File: src/rtl/ac_pkg.sv
package ac_pkg;
  typedef struct packed {
    logic ras_n;
    logic cas_n;
    logic we_n;
  } ac_cmd_t;

  localparam ac_cmd_t CMD_NOP = '{ras_n: 1'b1, cas_n: 1'b1, we_n: 1'b1};
endpackage

File: src/rtl/ac_phase_gen.sv
module ac_phase_gen #(
  parameter bit HALF_RATE = 1'b1
) (
  input  logic clk_i,
  input  logic rst_ni,
  output logic load_o
);
  if (HALF_RATE) begin : g_half
    logic odd_q;
    always_ff @(posedge clk_i or negedge rst_ni) begin
      if (!rst_ni) odd_q <= 1'b0;
      else         odd_q <= ~odd_q;
    end
    assign load_o = ~odd_q;

    // no two sampling edges back to back
    assert_load_rate_R3: assert property (@(posedge clk_i) disable iff (!rst_ni)
      load_o |=> !load_o);
  end else begin : g_full
    logic unused_clk;
    assign unused_clk = clk_i ^ rst_ni;
    assign load_o = 1'b1;
  end
endmodule

File: src/rtl/ac_hold_reg.sv
module ac_hold_reg #(
  parameter int          W       = 8,
  parameter logic [W-1:0] RST_VAL = '0
) (
  input  logic         clk_i,
  input  logic         rst_ni,
  input  logic         en_i,
  input  logic [W-1:0] d_i,
  output logic [W-1:0] q_o
);
  always_ff @(posedge clk_i or negedge rst_ni) begin
    if (!rst_ni)   q_o <= RST_VAL;
    else if (en_i) q_o <= d_i;
  end
endmodule

File: src/rtl/ac_slot_ser.sv
module ac_slot_ser #(
  parameter bit   HALF_RATE = 1'b1,
  parameter logic RST_VAL   = 1'b0
) (
  input  logic       clk_i,
  input  logic       rst_ni,
  input  logic       load_i,
  input  logic [1:0] slot_i,
  output logic       q_o
);
  if (HALF_RATE) begin : g_half
    logic second_q;
    always_ff @(posedge clk_i or negedge rst_ni) begin
      if (!rst_ni) begin
        q_o      <= RST_VAL;
        second_q <= RST_VAL;
      end else if (load_i) begin
        q_o      <= slot_i[0];
        second_q <= slot_i[1];
      end else begin
        q_o      <= second_q;
      end
    end

    // second cycle of a window carries slot 1 from the sampling edge
    assert_slot1_order_R5: assert property (@(posedge clk_i) disable iff (!rst_ni)
      $past(!load_i) |-> q_o == $past(slot_i[1], 2));
  end else begin : g_full
    logic unused_slot;
    assign unused_slot = slot_i[1] ^ load_i;
    always_ff @(posedge clk_i or negedge rst_ni) begin
      if (!rst_ni) q_o <= RST_VAL;
      else         q_o <= slot_i[0];
    end
  end
endmodule

File: src/rtl/ac_rate_conv.sv
module ac_rate_conv
  import ac_pkg::*;
#(
  parameter bit HALF_RATE = 1'b1,
  parameter int ADDR_W    = 13,
  parameter int BANK_W    = 3
) (
  input  logic              clk_i,
  input  logic              rst_ni,
  input  logic [ADDR_W-1:0] addr_i,
  input  logic [BANK_W-1:0] bank_i,
  input  logic              ras_n_i,
  input  logic              cas_n_i,
  input  logic              we_n_i,
  input  logic [1:0]        cs_n_i,
  input  logic [1:0]        cke_i,
  input  logic [1:0]        odt_i,
  output logic              load_o,
  output logic [ADDR_W-1:0] mem_addr_o,
  output logic [BANK_W-1:0] mem_bank_o,
  output logic              mem_ras_n_o,
  output logic              mem_cas_n_o,
  output logic              mem_we_n_o,
  output logic              mem_cs_n_o,
  output logic              mem_cke_o,
  output logic              mem_odt_o
);
  localparam int CMD_W = $bits(ac_cmd_t);
  localparam int WORD_W = ADDR_W + BANK_W + CMD_W;
  localparam logic [WORD_W-1:0] WORD_RST = {{ADDR_W{1'b0}}, {BANK_W{1'b0}}, CMD_NOP};

  ac_cmd_t          cmd_in;
  logic [WORD_W-1:0] word_d, word_q;
  ac_cmd_t          cmd_q;

  assign cmd_in = '{ras_n: ras_n_i, cas_n: cas_n_i, we_n: we_n_i};
  assign word_d = {addr_i, bank_i, cmd_in};

  ac_phase_gen #(.HALF_RATE(HALF_RATE)) u_phase (
    .clk_i  (clk_i),
    .rst_ni (rst_ni),
    .load_o (load_o)
  );

  // 2T (half rate) or 1T (full rate) path for address, bank and command
  ac_hold_reg #(.W(WORD_W), .RST_VAL(WORD_RST)) u_word (
    .clk_i  (clk_i),
    .rst_ni (rst_ni),
    .en_i   (load_o),
    .d_i    (word_d),
    .q_o    (word_q)
  );

  assign {mem_addr_o, mem_bank_o, cmd_q} = word_q;
  assign mem_ras_n_o = cmd_q.ras_n;
  assign mem_cas_n_o = cmd_q.cas_n;
  assign mem_we_n_o  = cmd_q.we_n;

  // 1T path for chip select, clock enable and termination
  ac_slot_ser #(.HALF_RATE(HALF_RATE), .RST_VAL(1'b1)) u_cs (
    .clk_i (clk_i), .rst_ni (rst_ni), .load_i (load_o), .slot_i (cs_n_i), .q_o (mem_cs_n_o)
  );
  ac_slot_ser #(.HALF_RATE(HALF_RATE), .RST_VAL(1'b0)) u_cke (
    .clk_i (clk_i), .rst_ni (rst_ni), .load_i (load_o), .slot_i (cke_i), .q_o (mem_cke_o)
  );
  ac_slot_ser #(.HALF_RATE(HALF_RATE), .RST_VAL(1'b0)) u_odt (
    .clk_i (clk_i), .rst_ni (rst_ni), .load_i (load_o), .slot_i (odt_i), .q_o (mem_odt_o)
  );

  if (HALF_RATE) begin : g_chk_half
    // second cycle of a window leaves address/command untouched
    assert_word_2t_R4: assert property (@(posedge clk_i) disable iff (!rst_ni)
      !load_o |=> $stable({mem_addr_o, mem_bank_o, mem_ras_n_o, mem_cas_n_o, mem_we_n_o}));
  end else begin : g_chk_full
    // one-cycle latency on every field
    assert_full_latency_R2: assert property (@(posedge clk_i) disable iff (!rst_ni)
      1'b1 |=> (mem_addr_o == $past(addr_i)) && (mem_cs_n_o == $past(cs_n_i[0]))
               && (mem_we_n_o == $past(we_n_i)));
  end
endmodule

File: config.mk
export PLATFORM = sky130hd
export DESIGN_NAME = ac_rate_conv
export DESIGN_NICKNAME = d
export VERILOG_FILES = /design/src/rtl/ac_pkg.sv /design/src/rtl/ac_phase_gen.sv /design/src/rtl/ac_hold_reg.sv /design/src/rtl/ac_slot_ser.sv /design/src/rtl/ac_rate_conv.sv
export SDC_FILE = /design/constraint.sdc
export NUM_CORES = 1
export LEC_CHECK = 0
export ABC_AREA = 0
export BUFFER_PORTS_ARGS = -buffer_cell sky130_fd_sc_hd__buf_2
export CORE_UTILIZATION = 40
export DETAILED_ROUTE_END_ITERATION = 7
export PLACE_DENSITY = 0.69
export SLEW_MARGIN = 40
export SYNTH_ARGS = -nofsm -noshare
export SYNTH_HDL_FRONTEND = slang
export SYNTH_SLANG_ARGS = --single-unit
File: constraint.sdc
create_clock -name clk_i -period 1.5 [get_ports clk_i]
set_clock_uncertainty 0.2 [all_clocks]
set_input_delay 0.225 -clock clk_i [delete_from_list [all_inputs] [get_ports clk_i]]
set_output_delay 0.225 -clock clk_i [all_outputs]
set_load 0.005 [all_outputs]
# Word level (Yosys, flattened, before mapping)
# Index checks and enable logic that the tools add are counted.
# op_classes
mux	3
bitwise	1
# op_table
operator	n
two-way mux 1 bit	3
inverter 1 bit	1
# totals
in_bits	27
output_inout_bits	23
register_bits	26
elab_cells	12

# Logic depth before layout (Yosys ltp)
# Gate-level depths: netlist (run 1).
# logic_depth
word_depth	1
ltp_mapped	3
depth_no_buf	1

# Hierarchy
# Synthesis (run 1) repeated with hierarchy kept, for this count alone.
# hier_totals
hier_cells	54
area_unflattened_um2	1011.0
# modules_own_cells
module	cells_each	n_inst	area_per_inst_um2
ac_hold_reg	40	1	762.0
ac_slot_ser (u_cke ...)	4	2	72.6
ac_slot_ser (u_cs)	4	1	75.1
ac_phase_gen	2	1	28.8

# Worst setup path before layout (run 1)
# No wires, ideal clock.
# synth_path
kind	register -> register
start	reg u_phase.g_half.odd_q
end	reg u_cke.g_half.second_q
stages_incl_launch_ff	4
required_ns	1.175
t_arrival_ns	0.912
setup_ns	0.125
n_path_buf	2
setup_slack_ns	0.263
cell_sequence	dfrtp_1 buf_6 buf_12 mux2_4
# synth_lines
item	line_no	source
start, declared	ac_phase_gen.sv:9	logic odd_q;
start signal, assigned	ac_phase_gen.sv:12	else odd_q <= ~odd_q;
end signal, assigned	ac_slot_ser.sv:19	second_q <= slot_i[1];
end, declared	ac_slot_ser.sv:12	logic second_q;
# No word-level cell between the ends.

# Final worst setup path (run 1)
# layout_path
start	reg u_phase.g_half.odd_q
end	out load_o
# layout_between
elab_chain_cells	1
# layout_rtl
item	line_no	source
inverter 1 bit	ac_phase_gen.sv:14	assign load_o = ~odd_q;
end, declared	ac_rate_conv.sv:18	output logic load_o,
# No other way between the ends.

==> results of run 1 <==
## final cells by class
cell class	instances	share of cell area, %
clock inverters	1	1.82
well taps	30	2.27
inverters	1	0.227
clock buffers	3	1.36
repair buffers	78	33.3
flip-flops and latches	26	39.7
multi-input cells	25	21.3
## through the flow
stage / setup WS (ns) / hold slack, ns / std cells / utilization, %
after floorplan: 0.263 / -0.271 / 55 / -
after global placement: 0.243 / 0.0312 / 133 / 53.0
after detailed placement: 0.207 / 0.0524 / 133 / 53.0
after CTS: 0.00831 / 0.215 / 164 / 65.8
after global routing: 0.00589 / 0.253 / 164 / 66.2
final: 0.0642 / 0.213 / 164 / 66.2
## synthesized netlist by cell type (all sizes together)
library cell  count
inv               1
dfstp             5
mux2             25
dfrtp            21
buf               3
## layer usage
| metal | vias up | GRT usage (%) |
|---|---|---|
| li1 | 347 | - |
| met1 | 360 | 20.4 |
| met2 | 22 | 25.0 |
| met3 | 2 | 2.54 |
| met4 | 0 | 7.89 |
| met5 | - | 0 |
## critical path, stage by stage (launching register included)
cell	delay, ns
dfrtp_1	0.43
buf_12	0.14
inv_2	0.05
buf_6	0.09
## where the power goes
part           switching (mW)  leakage, nW  total [mW]  internal, mW
clock                   0.201       0.0279       0.471         0.270
sequential             0.0172        0.295       0.758         0.740
combinational          0.0534        0.542       0.180         0.126
total                   0.271        0.865        1.41          1.14
## final timing paths
path | slack, ns | end | startpoint
setup / recovery | 0.06 | load_o | u_phase.g_half.odd_q
hold reg to reg | 0.32 | u_word.q_o[14] | u_word.q_o[14]
setup reg to reg | 0.11 | u_cke.q_o | u_phase.g_half.odd_q
hold / removal | 0.21 | u_word.q_o[7] | rst_ni
min in group clk_i | 0.32 | u_word.q_o[14] | u_word.q_o[14]
max in group asynchronous | 0.50 | u_word.q_o[1] | rst_ni
## sequential cells by signal (all words and copies together), names as in the netlist
signal                 flops
u_cs.q_o                   1
u_word.q_o                19
u_odt.q_o                  1
u_cs.g_half.second_q       1
u_odt.g_half.second_q      1
u_cke.g_half.second_q      1
u_phase.g_half.odd_q       1
u_cke.q_o                  1
## cell families (layout without fill, tap and decap cells)
| family | count (synthesis) | count (layout) |
|---|---|---|
| multiplexers | 25 | 25 |
| buffers and inverters | 4 | 83 |
| flip-flops | 26 | 26 |
## repair_timing
action                     4_1_cts  5_1_grt
resized for setup                0        3
buffers inserted                 1        0
hold buffers                    26        0
setup endpoints to repair        1        1
hold endpoints to repair        46        0
pin swaps                        0        0
==> impl_metrics.tcl, run 1 <==
set metrics [dict create \
    multi_input_area_um2 353 \
    final_common_cell "buf_2" \
    finalCriticalPeriod_ns 1.44 \
    drt_iter0_markers 4 \
    grt_pass1_wl_um 3060 \
    netlist_top_cells_area "dfrtp_1 49%, mux2_4 27%, dfstp_2 12%, mux2_2 6.3%, buf_12 3.8%" \
    cts_tree "done" \
    synth_mux_area_share_pct 33.1 \
    leakagePower_nw 0.865 \
    avgSynthCellArea_um2 19.4 \
    wl_met3_um 69 \
    mostFrequentLayoutCells "48 x buf_2, 26 x dlygate4sd3_1, 21 x dfrtp_1, 19 x mux2_4, 6 x mux2_2" \
    drv_slew 0 \
    yosysTopAreaCellShare_pct 49.4 \
    critPathLaunchType "register" \
    num_antenna_cells 0 \
    end_kind "primary output" \
    outcome "finished clean" \
    ys_seq_elements 26 \
    drtAntennaViolNets 0 \
    wl_per_cell_um 12.8 \
    via_count 731 \
    netlist_instances 55 \
    path_class "reg2out" \
    syn-cell-area_mm2 0.00106 \
    top_layer "met4" \
    wl_um 2090 \
    ctsHtreeMaxLevel 1 \
    io_buffers 49 \
    min_path_type "in2async" \
    met1_length_um 931 \
    total_power_mw 1.41 \
    synth_compound_area_share_pct 0 \
    fp.dieH_um 53.6 \
    cts_buffer_depth 2 \
    dp_hpwl_um 1310 \
    dr.pass1.iters 2 \
    synth_simple_gate_area_share_pct 0 \
    reg2reg_depth 3 \
    die-area_mm2 0.00287 \
    synth_seq_area_share_pct 61.7 \
    cts_sinks 26 \
    yosysWarnings 0 \
    vias_per_cell 4.46 \
    cts_root_buf "clkbuf_4" \
    grt_usage_pct 15.6 \
    worstPathArrival_ns 1.01 \
    placed_area_mm2 0.00132 \
    syn_to_final_growth_pct 55.3 \
    fill_cells 191 \
    clk_pin_slew_ns 0.14 \
    cts_buffers 3 \
    required_ns 1.07 \
    ir_worst_vdd_uv 766 \
    grt_max_degree 27 \
    place_congestion 0.599 \
    row_count 18 \
    start_util_pct 42.6 \
    wl_met2_um 1060 \
    syn-num-nets 82 \
    finalSetupViolCount 0 \
    fin_area_mm2 0.00165 \
    slew_headroom_pct 62.5 \
    clock_latency_ns 0.32 \
    synthAdderAreaFrac_pct 0 \
    cp_max_fo 2 \
    nets 162 \
    die_w_um 53.6 \
    drive_above_1_share_pct 64.9 \
    fmax_mhz 696 \
    fin_tns_setup_ns 0 \
    remaining_drc_errors 0 \
    power.density_mw_per_mm2 851 \
    maxCapViolCount 0 \
    synth.distinct_cells 7 \
    antenna_found_initial 0 \
    seq_area_um2 657 \
    overflow 0 \
    yosysTopAreaCell "dfrtp_1" \
    worst_pin_slew_ns 0.562 \
    period_share_pct 95.7 \
    yosys.area_share.xor_xnor_pct 0 \
    rsz0062_at_grt "no" \
    io_pins 50 \
    grt_pass1_vias 696 \
    fp.coreArea_mm2 0.00250 \
    synth_top_family_by_area "multiplexers" \
    final_hold_viol_count 0 \
]
Power figures use the tool's default switching activity.
==> inputs of run 2 (changes only) <==
- CELL_PAD_IN_SITES_DETAIL_PLACEMENT: unset -> 0
- CELL_PAD_IN_SITES_GLOBAL_PLACEMENT: unset -> 2
- CORE_UTILIZATION: 40 -> 30
- PLACE_DENSITY: 0.69 -> 0.76
==> run 2 against run 1 <==
Die area grew 32%. Hold slack gained 0.0097 ns. Total power shrank 9.6%. Sequential power is essentially flat. Critical path type unchanged. Final cell count grew 10%. Global-route usage shrank 3.5 points. Core utilization shrank 17 points. Clock-buffer cell count grew 1. Worst setup slack gained 0.025 ns. Clock power shrank 28%.
==> impl_metrics.tcl, run 2 (synthesized netlist as in run 1, its figures left out) <==
set metrics [dict create \
    outcome "finished clean" \
    grt_pass1_vias 752 \
    largest_reg_flops 19 \
    drive_above_1_share_pct 65.2 \
    fp.coreArea_mm2 0.00336 \
    slowest_stage "dfrtp_1" \
    required_ns 1.07 \
    clock_latency_ns 0.30 \
    die_w_um 61.6 \
    grt_max_degree 27 \
    wl_met3_um 66 \
    worstPathArrival_ns 0.99 \
    period_share_pct 94.1 \
    timing.hold.ws_ns 0.223 \
    dr.pass1.iters 2 \
    fp.dieH_um 61.6 \
    finalCriticalPeriod_ns 1.41 \
    mostFrequentLayoutCells "49 x buf_2, 26 x dlygate4sd3_1, 21 x dfrtp_1, 19 x mux2_4, 6 x mux2_2" \
    nets 163 \
    top_layer "met4" \
    overflow 0 \
    critPathLaunchType "register" \
    min_path_type "in2async" \
    met1_length_um 815 \
    io_pins 50 \
    drtAntennaViolNets 0 \
    fmax_mhz 709 \
    vias_per_cell 4.01 \
    path_class "reg2out" \
    cts_root_buf "clkbuf_4" \
    fin_tns_setup_ns 0 \
    grt_pass1_wl_um 3340 \
    fin_util_pct 49.3 \
    wl_met2_um 1110 \
    wl_per_cell_um 11.2 \
    final_hold_viol_count 0 \
    antenna_found_initial 0 \
    dp_hpwl_um 1280 \
    die-area_mm2 0.00379 \
    num_antenna_cells 0 \
    via_count 725 \
    fin_cells 181 \
    total_power_mw 1.27 \
    remaining_drc_errors 0 \
    top_register "u_word.q_o" \
    ir_worst_vdd_uv 274 \
    slew_headroom_pct 62.7 \
    max_stage_delay_ns 0.41 \
    cts_buffers 3 \
    final_common_cell "buf_2" \
    place_inst 149 \
    end_kind "primary output" \
    cp_max_fo 2 \
    cts_tree "done" \
    maxCapViolCount 0 \
    grt_usage_pct 12.1 \
    clk_pin_slew_ns 0.13 \
    wl_um 2020 \
    leakagePower_nw 0.861 \
    syn_to_final_growth_pct 55.8 \
    worst_pin_slew_ns 0.559 \
    rsz0062_at_grt "no" \
    crit_buf_inv 3 \
    cts_sinks 26 \
    io_buffers 49 \
    row_count 21 \
    path_cells "buf_6 -> inv_2 -> buf_2" \
    drv_slew 0 \
    place_congestion 0.702 \
    ctsHtreeMaxLevel 1 \
    drt_iter0_markers 3 \
    crit_path_start "u_phase.g_half.odd_q" \
    finalSetupViolCount 0 \
    reg2reg_from "u_phase.g_half.odd_q" \
    cts_buffer_depth 2 \
    power.density_mw_per_mm2 767 \
    path_delay_family "flip-flops" \
    start_util_pct 31.7 \
]
==> run 2: final cells by class <==
| class | instances | area (um^2) |
|---|---|---|
| Fill cell | 330 | 1700 |
| Sequential cell | 26 | 657 |
| Tap cell | 46 | 57.6 |
| Multi-Input combinational cell | 25 | 353 |
| Timing Repair Buffer | 79 | 552 |
| Clock buffer | 4 | 36.3 |
| Inverter | 1 | 3.75 |
==> run 2: metal layers <==
layer | GRT usage, % | vias up
met4 | 5.71 | 0
li1 | - | 350
met5 | 0 | -
met2 | 20.9 | 20
met1 | 14.8 | 353
met3 | 1.89 | 2
==> run 2: power by group <==
group / total (mW) / internal (mW) / switching [mW] / leakage (nW)
clock: 0.338 / 0.148 / 0.190 / 0.0210
sequential: 0.756 / 0.740 / 0.0160 / 0.295
combinational: 0.178 / 0.126 / 0.0517 / 0.545
total: 1.27 / 1.01 / 0.258 / 0.861
==> run 2: final timing paths <==
kind | depth (start not counted) | end | slack, ns
max in group asynchronous | 2 | u_word.q_o[5] | 0.50
worst min-delay path | 2 | u_word.q_o[15] | 0.22
worst max-delay path | 3 | load_o | 0.09
min in group clk_i | 1 | u_word.q_o[8] | 0.32
worst min register to register | 1 | u_word.q_o[8] | 0.32
worst max register to register | 3 | u_word.q_o[13] | 0.19
==> run 2: metrics by stage <==
step	setup WS, ns	instance area [um^2]
2_1_floorplan	0.263	1060
3_3_place_gp	0.277	1340
3_5_place_dp	0.264	1340
4_1_cts	0.00724	1650
5_1_grt	0.0217	1660
6_report	0.0891	1660
==> run 2: what timing repair did <==
action / 4_1_cts / 5_1_grt
endpoints found under the setup margin: 1 / 1
gates resized for setup: 1 / 1
hold buffers: 26 / 0
endpoints found under the hold margin: 46 / 0
buffers inserted: 1 / 1
